$ cat config.mk
export PLATFORM = sky130hd
export DESIGN_NAME = irq_pend_reg
export DESIGN_NICKNAME = d
export VERILOG_FILES = /design/src/rtl/irq_pend_pkg.sv /design/src/rtl/irq_own_map.sv /design/src/rtl/irq_hw_sample.sv /design/src/rtl/irq_sw_store.sv /design/src/rtl/irq_pend_reg.sv
export SDC_FILE = /design/constraint.sdc
export NUM_CORES = 1
export LEC_CHECK = 0
export BUFFER_PORTS_ARGS = -buffer_cell sky130_fd_sc_hd__buf_2
export CORE_AREA = 10 10 47 49
export DETAILED_ROUTE_END_ITERATION = 12
export DIE_AREA = 0 0 57 59
export PLACE_DENSITY = 0.72
export SYNTH_ARGS = -nofsm -noshare
export SYNTH_HDL_FRONTEND = slang
export SYNTH_SLANG_ARGS = --single-unit
$ cat constraint.sdc
create_clock -name clk -period 0.85 [get_ports clk]
set_clock_uncertainty 0.05 [all_clocks]
set_input_delay 0.085 -clock clk [delete_from_list [all_inputs] [get_ports clk]]
set_output_delay 0.085 -clock clk [all_outputs]
set_load 0.1 [all_outputs]
$ cat src/rtl/irq_pend_pkg.sv
package irq_pend_pkg;

  localparam int unsigned SSI_POS = 1;
  localparam int unsigned MSI_POS = 3;
  localparam int unsigned STI_POS = 5;
  localparam int unsigned MTI_POS = 7;
  localparam int unsigned SEI_POS = 9;
  localparam int unsigned MEI_POS = 11;
  localparam int unsigned MIN_W   = 12;

  typedef struct packed {
    logic ext;
    logic tmr;
    logic sw;
  } irq_trio_t;

  // Hardware ownership of the supervisor trio for a configuration.
  function automatic irq_trio_t sup_hw_own(input int unsigned cfg);
    irq_trio_t t;
    t = '0;
    if (cfg == 3) t.ext = 1'b1;
    if (cfg == 4) t = '1;
    return t;
  endfunction

  // Software ownership of the supervisor trio for a configuration.
  function automatic irq_trio_t sup_sw_own(input int unsigned cfg);
    irq_trio_t t;
    t = '0;
    if (cfg == 2) t = '1;
    if (cfg == 3) begin
      t.tmr = 1'b1;
      t.sw  = 1'b1;
    end
    return t;
  endfunction

endpackage

$ cat src/rtl/irq_own_map.sv
module irq_own_map
  import irq_pend_pkg::*;
#(
  parameter int unsigned PEND_W  = 16,
  parameter int unsigned OWN_CFG = 3
) (
  output logic [PEND_W-1:0] hw_mask,
  output logic [PEND_W-1:0] sw_mask
);
  localparam irq_trio_t HW_S = sup_hw_own(OWN_CFG);
  localparam irq_trio_t SW_S = sup_sw_own(OWN_CFG);

  for (genvar i = 0; i < PEND_W; i++) begin : g_bit
    if (i == MEI_POS || i == MTI_POS || i == MSI_POS) begin : g_mach
      assign hw_mask[i] = 1'b1;
      assign sw_mask[i] = 1'b0;
    end else if (i == SEI_POS) begin : g_sei
      assign hw_mask[i] = HW_S.ext;
      assign sw_mask[i] = SW_S.ext;
    end else if (i == STI_POS) begin : g_sti
      assign hw_mask[i] = HW_S.tmr;
      assign sw_mask[i] = SW_S.tmr;
    end else if (i == SSI_POS) begin : g_ssi
      assign hw_mask[i] = HW_S.sw;
      assign sw_mask[i] = SW_S.sw;
    end else begin : g_none
      assign hw_mask[i] = 1'b0;
      assign sw_mask[i] = 1'b0;
    end
  end

  always_comb begin
    a_r5_single_owner: assert ((hw_mask & sw_mask) == '0);
  end
endmodule

$ cat src/rtl/irq_hw_sample.sv
module irq_hw_sample
  import irq_pend_pkg::*;
#(
  parameter int unsigned PEND_W = 16
) (
  input  logic              clk,
  input  logic              rst_n,
  input  irq_trio_t         m_lines,
  input  irq_trio_t         s_lines,
  input  logic [PEND_W-1:0] hw_mask,
  output logic [PEND_W-1:0] hw_q
);
  logic [PEND_W-1:0] line_vec;

  always_comb begin
    line_vec          = '0;
    line_vec[MEI_POS] = m_lines.ext;
    line_vec[MTI_POS] = m_lines.tmr;
    line_vec[MSI_POS] = m_lines.sw;
    line_vec[SEI_POS] = s_lines.ext;
    line_vec[STI_POS] = s_lines.tmr;
    line_vec[SSI_POS] = s_lines.sw;
  end

  always_ff @(posedge clk or negedge rst_n) begin
    if (!rst_n) hw_q <= '0;
    else        hw_q <= line_vec & hw_mask;
  end

  a_r10_hw_latency: assert property (@(posedge clk) disable iff (!rst_n)
    1'b1 |=> (hw_q[MEI_POS] == $past(m_lines.ext)));
endmodule

$ cat src/rtl/irq_sw_store.sv
module irq_sw_store #(
  parameter int unsigned PEND_W = 16
) (
  input  logic              clk,
  input  logic              rst_n,
  input  logic              we,
  input  logic [PEND_W-1:0] wdata,
  input  logic [PEND_W-1:0] wmask,
  input  logic [PEND_W-1:0] sw_mask,
  output logic [PEND_W-1:0] sw_q
);
  logic [PEND_W-1:0] sel;
  assign sel = wmask & sw_mask;

  for (genvar i = 0; i < PEND_W; i++) begin : g_cell
    always_ff @(posedge clk or negedge rst_n) begin
      if (!rst_n)             sw_q[i] <= 1'b0;
      else if (we && sel[i])  sw_q[i] <= wdata[i];
    end
  end

  a_r7_hold_no_write: assert property (@(posedge clk) disable iff (!rst_n)
    !we |=> $stable(sw_q));

  a_r7_unmasked_hold: assert property (@(posedge clk) disable iff (!rst_n)
    we |=> (((sw_q ^ $past(sw_q)) & ~$past(wmask)) == '0));

  a_r7_masked_take: assert property (@(posedge clk) disable iff (!rst_n)
    we |=> ((sw_q & $past(sel)) == ($past(wdata) & $past(sel))));
endmodule

$ cat src/rtl/irq_pend_reg.sv
module irq_pend_reg
  import irq_pend_pkg::*;
#(
  parameter int unsigned PEND_W  = 16,
  parameter int unsigned OWN_CFG = 3
) (
  input  logic              clk,
  input  logic              rst_n,
  input  logic              m_ext_irq,
  input  logic              m_tmr_irq,
  input  logic              m_sw_irq,
  input  logic              s_ext_irq,
  input  logic              s_tmr_irq,
  input  logic              s_sw_irq,
  input  logic              csr_we,
  input  logic [PEND_W-1:0] csr_wdata,
  input  logic [PEND_W-1:0] csr_wmask,
  output logic [PEND_W-1:0] pend_vec
);
  localparam logic [PEND_W-1:0] SUP_POS =
    (PEND_W'(1) << SEI_POS) | (PEND_W'(1) << STI_POS) | (PEND_W'(1) << SSI_POS);
  localparam logic [PEND_W-1:0] MACH_POS =
    (PEND_W'(1) << MEI_POS) | (PEND_W'(1) << MTI_POS) | (PEND_W'(1) << MSI_POS);
  localparam logic [PEND_W-1:0] LEGAL = (OWN_CFG == 1) ? MACH_POS : (MACH_POS | SUP_POS);

  irq_trio_t         m_lines, s_lines;
  logic [PEND_W-1:0] hw_mask, sw_mask, hw_q, sw_q;

  assign m_lines = '{ext: m_ext_irq, tmr: m_tmr_irq, sw: m_sw_irq};
  assign s_lines = '{ext: s_ext_irq, tmr: s_tmr_irq, sw: s_sw_irq};

  irq_own_map #(.PEND_W(PEND_W), .OWN_CFG(OWN_CFG)) u_map (
    .hw_mask (hw_mask),
    .sw_mask (sw_mask)
  );

  irq_hw_sample #(.PEND_W(PEND_W)) u_hw (
    .clk     (clk),
    .rst_n   (rst_n),
    .m_lines (m_lines),
    .s_lines (s_lines),
    .hw_mask (hw_mask),
    .hw_q    (hw_q)
  );

  irq_sw_store #(.PEND_W(PEND_W)) u_sw (
    .clk     (clk),
    .rst_n   (rst_n),
    .we      (csr_we),
    .wdata   (csr_wdata),
    .wmask   (csr_wmask),
    .sw_mask (sw_mask),
    .sw_q    (sw_q)
  );

  assign pend_vec = hw_q | sw_q;

  a_r1_mach_follow: assert property (@(posedge clk) disable iff (!rst_n)
    1'b1 |=> (pend_vec[MEI_POS] == $past(m_ext_irq)) &&
             (pend_vec[MTI_POS] == $past(m_tmr_irq)) &&
             (pend_vec[MSI_POS] == $past(m_sw_irq)));

  a_r8_unused_zero: assert property (@(posedge clk) disable iff (!rst_n)
    (pend_vec & ~LEGAL) == '0);

  if (OWN_CFG == 3 || OWN_CFG == 4) begin : g_sei_hw
    a_r5_sei_follow: assert property (@(posedge clk) disable iff (!rst_n)
      1'b1 |=> (pend_vec[SEI_POS] == $past(s_ext_irq)));
  end
  if (OWN_CFG == 4) begin : g_all_hw
    a_r6_sup_follow: assert property (@(posedge clk) disable iff (!rst_n)
      1'b1 |=> (pend_vec[STI_POS] == $past(s_tmr_irq)) &&
               (pend_vec[SSI_POS] == $past(s_sw_irq)));
  end
  if (OWN_CFG == 2) begin : g_all_sw
    a_r4_sup_no_write_hold: assert property (@(posedge clk) disable iff (!rst_n)
      !csr_we |=> $stable(pend_vec & SUP_POS));
  end
endmodule

### Word-level counts from Yosys, hierarchy flattened

Cells that the tools add are included.

* register bits: 6
* input bits: 41
* output and inout bits: 16
* logic and storage cells: 6

* reduce and logical (&&, ||, !) cells: 2
* bitwise logic cells: 1

Operator list (number)
* 12-bit by 6-bit OR with 12-bit output: 1
* 1-bit logical AND: 2

### Depth between registers and ports, before layout

* depth after elaboration: 1
* mapped depth: 2
* gate-level depth less buffers: 2

### By module

From an unflattened synthesis, not the netlist that was laid out.

* cell total of the unflattened synthesis: 123
* area total of the unflattened synthesis: 1393.8 um^2

Modules (own cells, without submodules)
* irq_sw_store: area an instance 779.5 um^2, sequential area each 400.4 um^2, times used 1, cells an instance 50
* irq_hw_sample: area an instance 266.5 um^2, sequential area each 150.1 um^2, times used 1, cells an instance 23
* irq_own_map: area an instance 247.7 um^2, sequential area each 0.0 um^2, times used 1, cells an instance 34
* irq_pend_reg: area an instance 100.1 um^2, sequential area each 0.0 um^2, times used 1, cells an instance 16

### Worst setup path before layout

Ideal clock, no wire load.

* kind: register -> register
* from: reg u_sw.sw_q[1] (netlist name)
* to: reg u_sw.sw_q[1]
* path slack: -0.449 ns
* required time: 0.675 ns
* arrival: 1.123 ns
* setup time: 0.125 ns
* path buffers: 0
* stages on the path, launching flop included: 2
* clock period less this slack: 1.299 ns
* cells stage by stage: dfrtp_1 mux2_4

RTL lines
* to (signal, indexed assignment): line irq_sw_store.sv:18 `else if (we && sel[i]) sw_q[i] <= wdata[i];`
* to (decl): line irq_sw_store.sv:10 `output logic [PEND_W-1:0] sw_q`

### Worst setup path after layout

* from: reg u_sw.sw_q[1]
* to: out pend_vec[1]

* longest elaborated chain between the ends: 1

RTL lines
* 12-bit by 6-bit OR with 12-bit output: line irq_pend_reg.sv:56 `assign pend_vec = hw_q | sw_q;`
* to (decl): line irq_pend_reg.sv:18 `output logic [PEND_W-1:0] pend_vec`

No other way between the ends.

==> qor.yml <==
outcome:
  outcome: "finished with violations"
  violations: "setup timing"
power_and_ir_drop:
  p_leak_uw: 0.000249
  powerDensity_mw_per_mm2: 2300
  ir_worst_vdd_v: 0.000912
  fin_total_pwr_uw: 1150
yosys:
  synth_common_cells: "10 x buf_4, 6 x dfrtp_1, 2 x mux2_4, 2 x nand2_1, 1 x conb_1"
  ys_async_sr_fraction: 1.00
  syn_area_per_cell_sq_um: 12.7
  synth_area_leaders: "dfrtp_1 56%, buf_4 28%, mux2_4 11%"
  synth-seq-cells: 6
  yosysUniqueCellTypes: 5
  netlist_area_sq_um: 267
  synth_top_area_frac: 0.563
  synth_most_common_cell: "buf_4"
  synth-main-ff-cell: "dfrtp_1"
  synth_top_area_cell: "dfrtp_1"
  ys_seq_area_frac: 0.563
  synth_edf_count: 0
  ys_warn_count: 0
  synth_cells: 21
global_routing:
  gr-usage-all-layers: 0.0509
  grt_max_degree: 7
  antenna_found_initial: 0
  grt_pass1_wl_um: 1190
  grt_pass1_vias: 262
  grt.overflow.total: 0
floorplanning:
  die_w_um: 57
  core_sq_mm: 0.00140
  start_util: 0.190
  die-area_sq_mm: 0.00336
  pin_count: 57
  std_cell_rows: 14
  die_h_um: 59
clocking:
  cts_resized: 0
  cts.sinks: 6
  cts_max_level: 1
  postCtsSetupBuffers: 0
  cts.clk_slew.worst_paths_ps: 40
  cts_buffers: 3
  clk-insertion-delay-late_ps: 240
  cts_root_buf: "clkbuf_4"
  cts_tree: "yes"
  clk_path_buf_depth: 2
routing:
  drtAntennaViolNets: 0
  drt-initial-drc-count: 5
  vias: 200
  wirelength_um: 736
  dr.pass1.iters: 2
  post_drt_wl_per_cell_um: 12.3
  drc: 0
  vias_per_cell: 3.33
final_layout:
  drive_above_1_share: 0.614
  nFillCells: 142
  final_area_sq_um: 500
  post-route-util: 0.357
  area_delta_synth_final_pct: 87.8
  finalNetCount: 87
  n_antenna_cell: 0
timing:
  max_freq_ghz: 0.965
  post-route-period-util: 1.22
  fin_hold_ws_ps: 25.8
  finalHoldViolations: 0
  slew_violations: 0
  fin_tns_setup_ps: -878
  rsz0062_at_grt: "true"
  worst_slack_ps: -186
  period_needed_ps: 1040
  final-setup-viol-count: 8
worst_setup_path:
  critical-path-top-delay-family: "flip-flops"
  worstPathMaxFanout: 2
  critPathBufInv: 1
  start_kind: "flip-flop"
  worst_path_max_delay_cell: "dfrtp_4"
  end_kind: "output port"
  critPathKind: "reg -> out"
  path_cells: "buf_12"
  cp_data_arrival_time_ps: 900
  max_stage_delay_ps: 480
  required_ps: 710
placed_design:
  numPortBuffers: 16
  place_congestion: 0.633
  place_area_sq_um: 428
run:
  cap_violations: 0
min_path:
  min_path_type: "in -> reg"
## report_power, final
group	internal, uW	switching, uW
Clock	159	94.6
Combinational	144	406
Sequential	322	24.1
Total	625	525
## final timing paths
| check | slack (ps) | end | from | cells past startpoint |
|---|---|---|---|---|
| setup / recovery | -190 | pend_vec[1] | u_sw.sw_q[1] | 1 |
| hold / removal | 30 | u_sw.sw_q[5] | csr_wdata[5] | 2 |
| setup reg to reg | -60 | u_sw.sw_q[1] | u_sw.sw_q[1] | 1 |
| hold reg to reg | 540 | u_sw.sw_q[5] | u_sw.sw_q[5] | 1 |
| max in group asynchronous | 440 | u_sw.sw_q[1] | rst_n | 2 |
| min in group asynchronous | 150 | u_sw.sw_q[5] | rst_n | 2 |
## per-layer routing
layer  GRT usage  wire, um  up-vias
li1            -         -       91
met1      0.0255       162       87
met2      0.0605       320       22
met3      0.0837       253        0
met4      0.0604         0        0
met5           0         0        -
## per-stage QoR
step                      instances  setup slack, ps
after floorplan                  30             -218
after global placement           52            -49.1
after detailed placement         52            -55.7
after CTS                        60             -200
after global routing             60             -219
final                            60             -186
## timing repair
action | CTS | global route
endpoints found under the setup margin | 8 | 8
hold buffers | 5 | 0
endpoints found under the hold margin | 10 | 0
## kinds of logic after synthesis
family | Yosys count | share of synthesized area
flops | 6 | 0.563
mux | 2 | 0.113
buf+inv | 10 | 0.282
simple gates | 2 | 0.0282
other cells | 1 | 0.0141
## area by class of cell
class,instances,area (sq um),share of cell area
tap,16,20.0,0.0400
multi-input combinational,14,75.1,0.150
timing repair buffer,21,220,0.440
sequential,6,163,0.325
clock buffer,3,22.5,0.0450
## sequential cells by signal (all words and copies together), names as in the netlist
signal / flops
u_sw.sw_q: 2
u_hw.hw_q: 4
## cell usage in the layout, fill, tap and decap left out
cell type	n
buf_2	10
nand2_1	2
dfrtp_2	4
dfrtp_4	2
clkbuf_4	3
conb_1	10
buf_12	6
dlygate4sd3_1	5
mux2_4	2
Power figures use the tool's default switching activity.
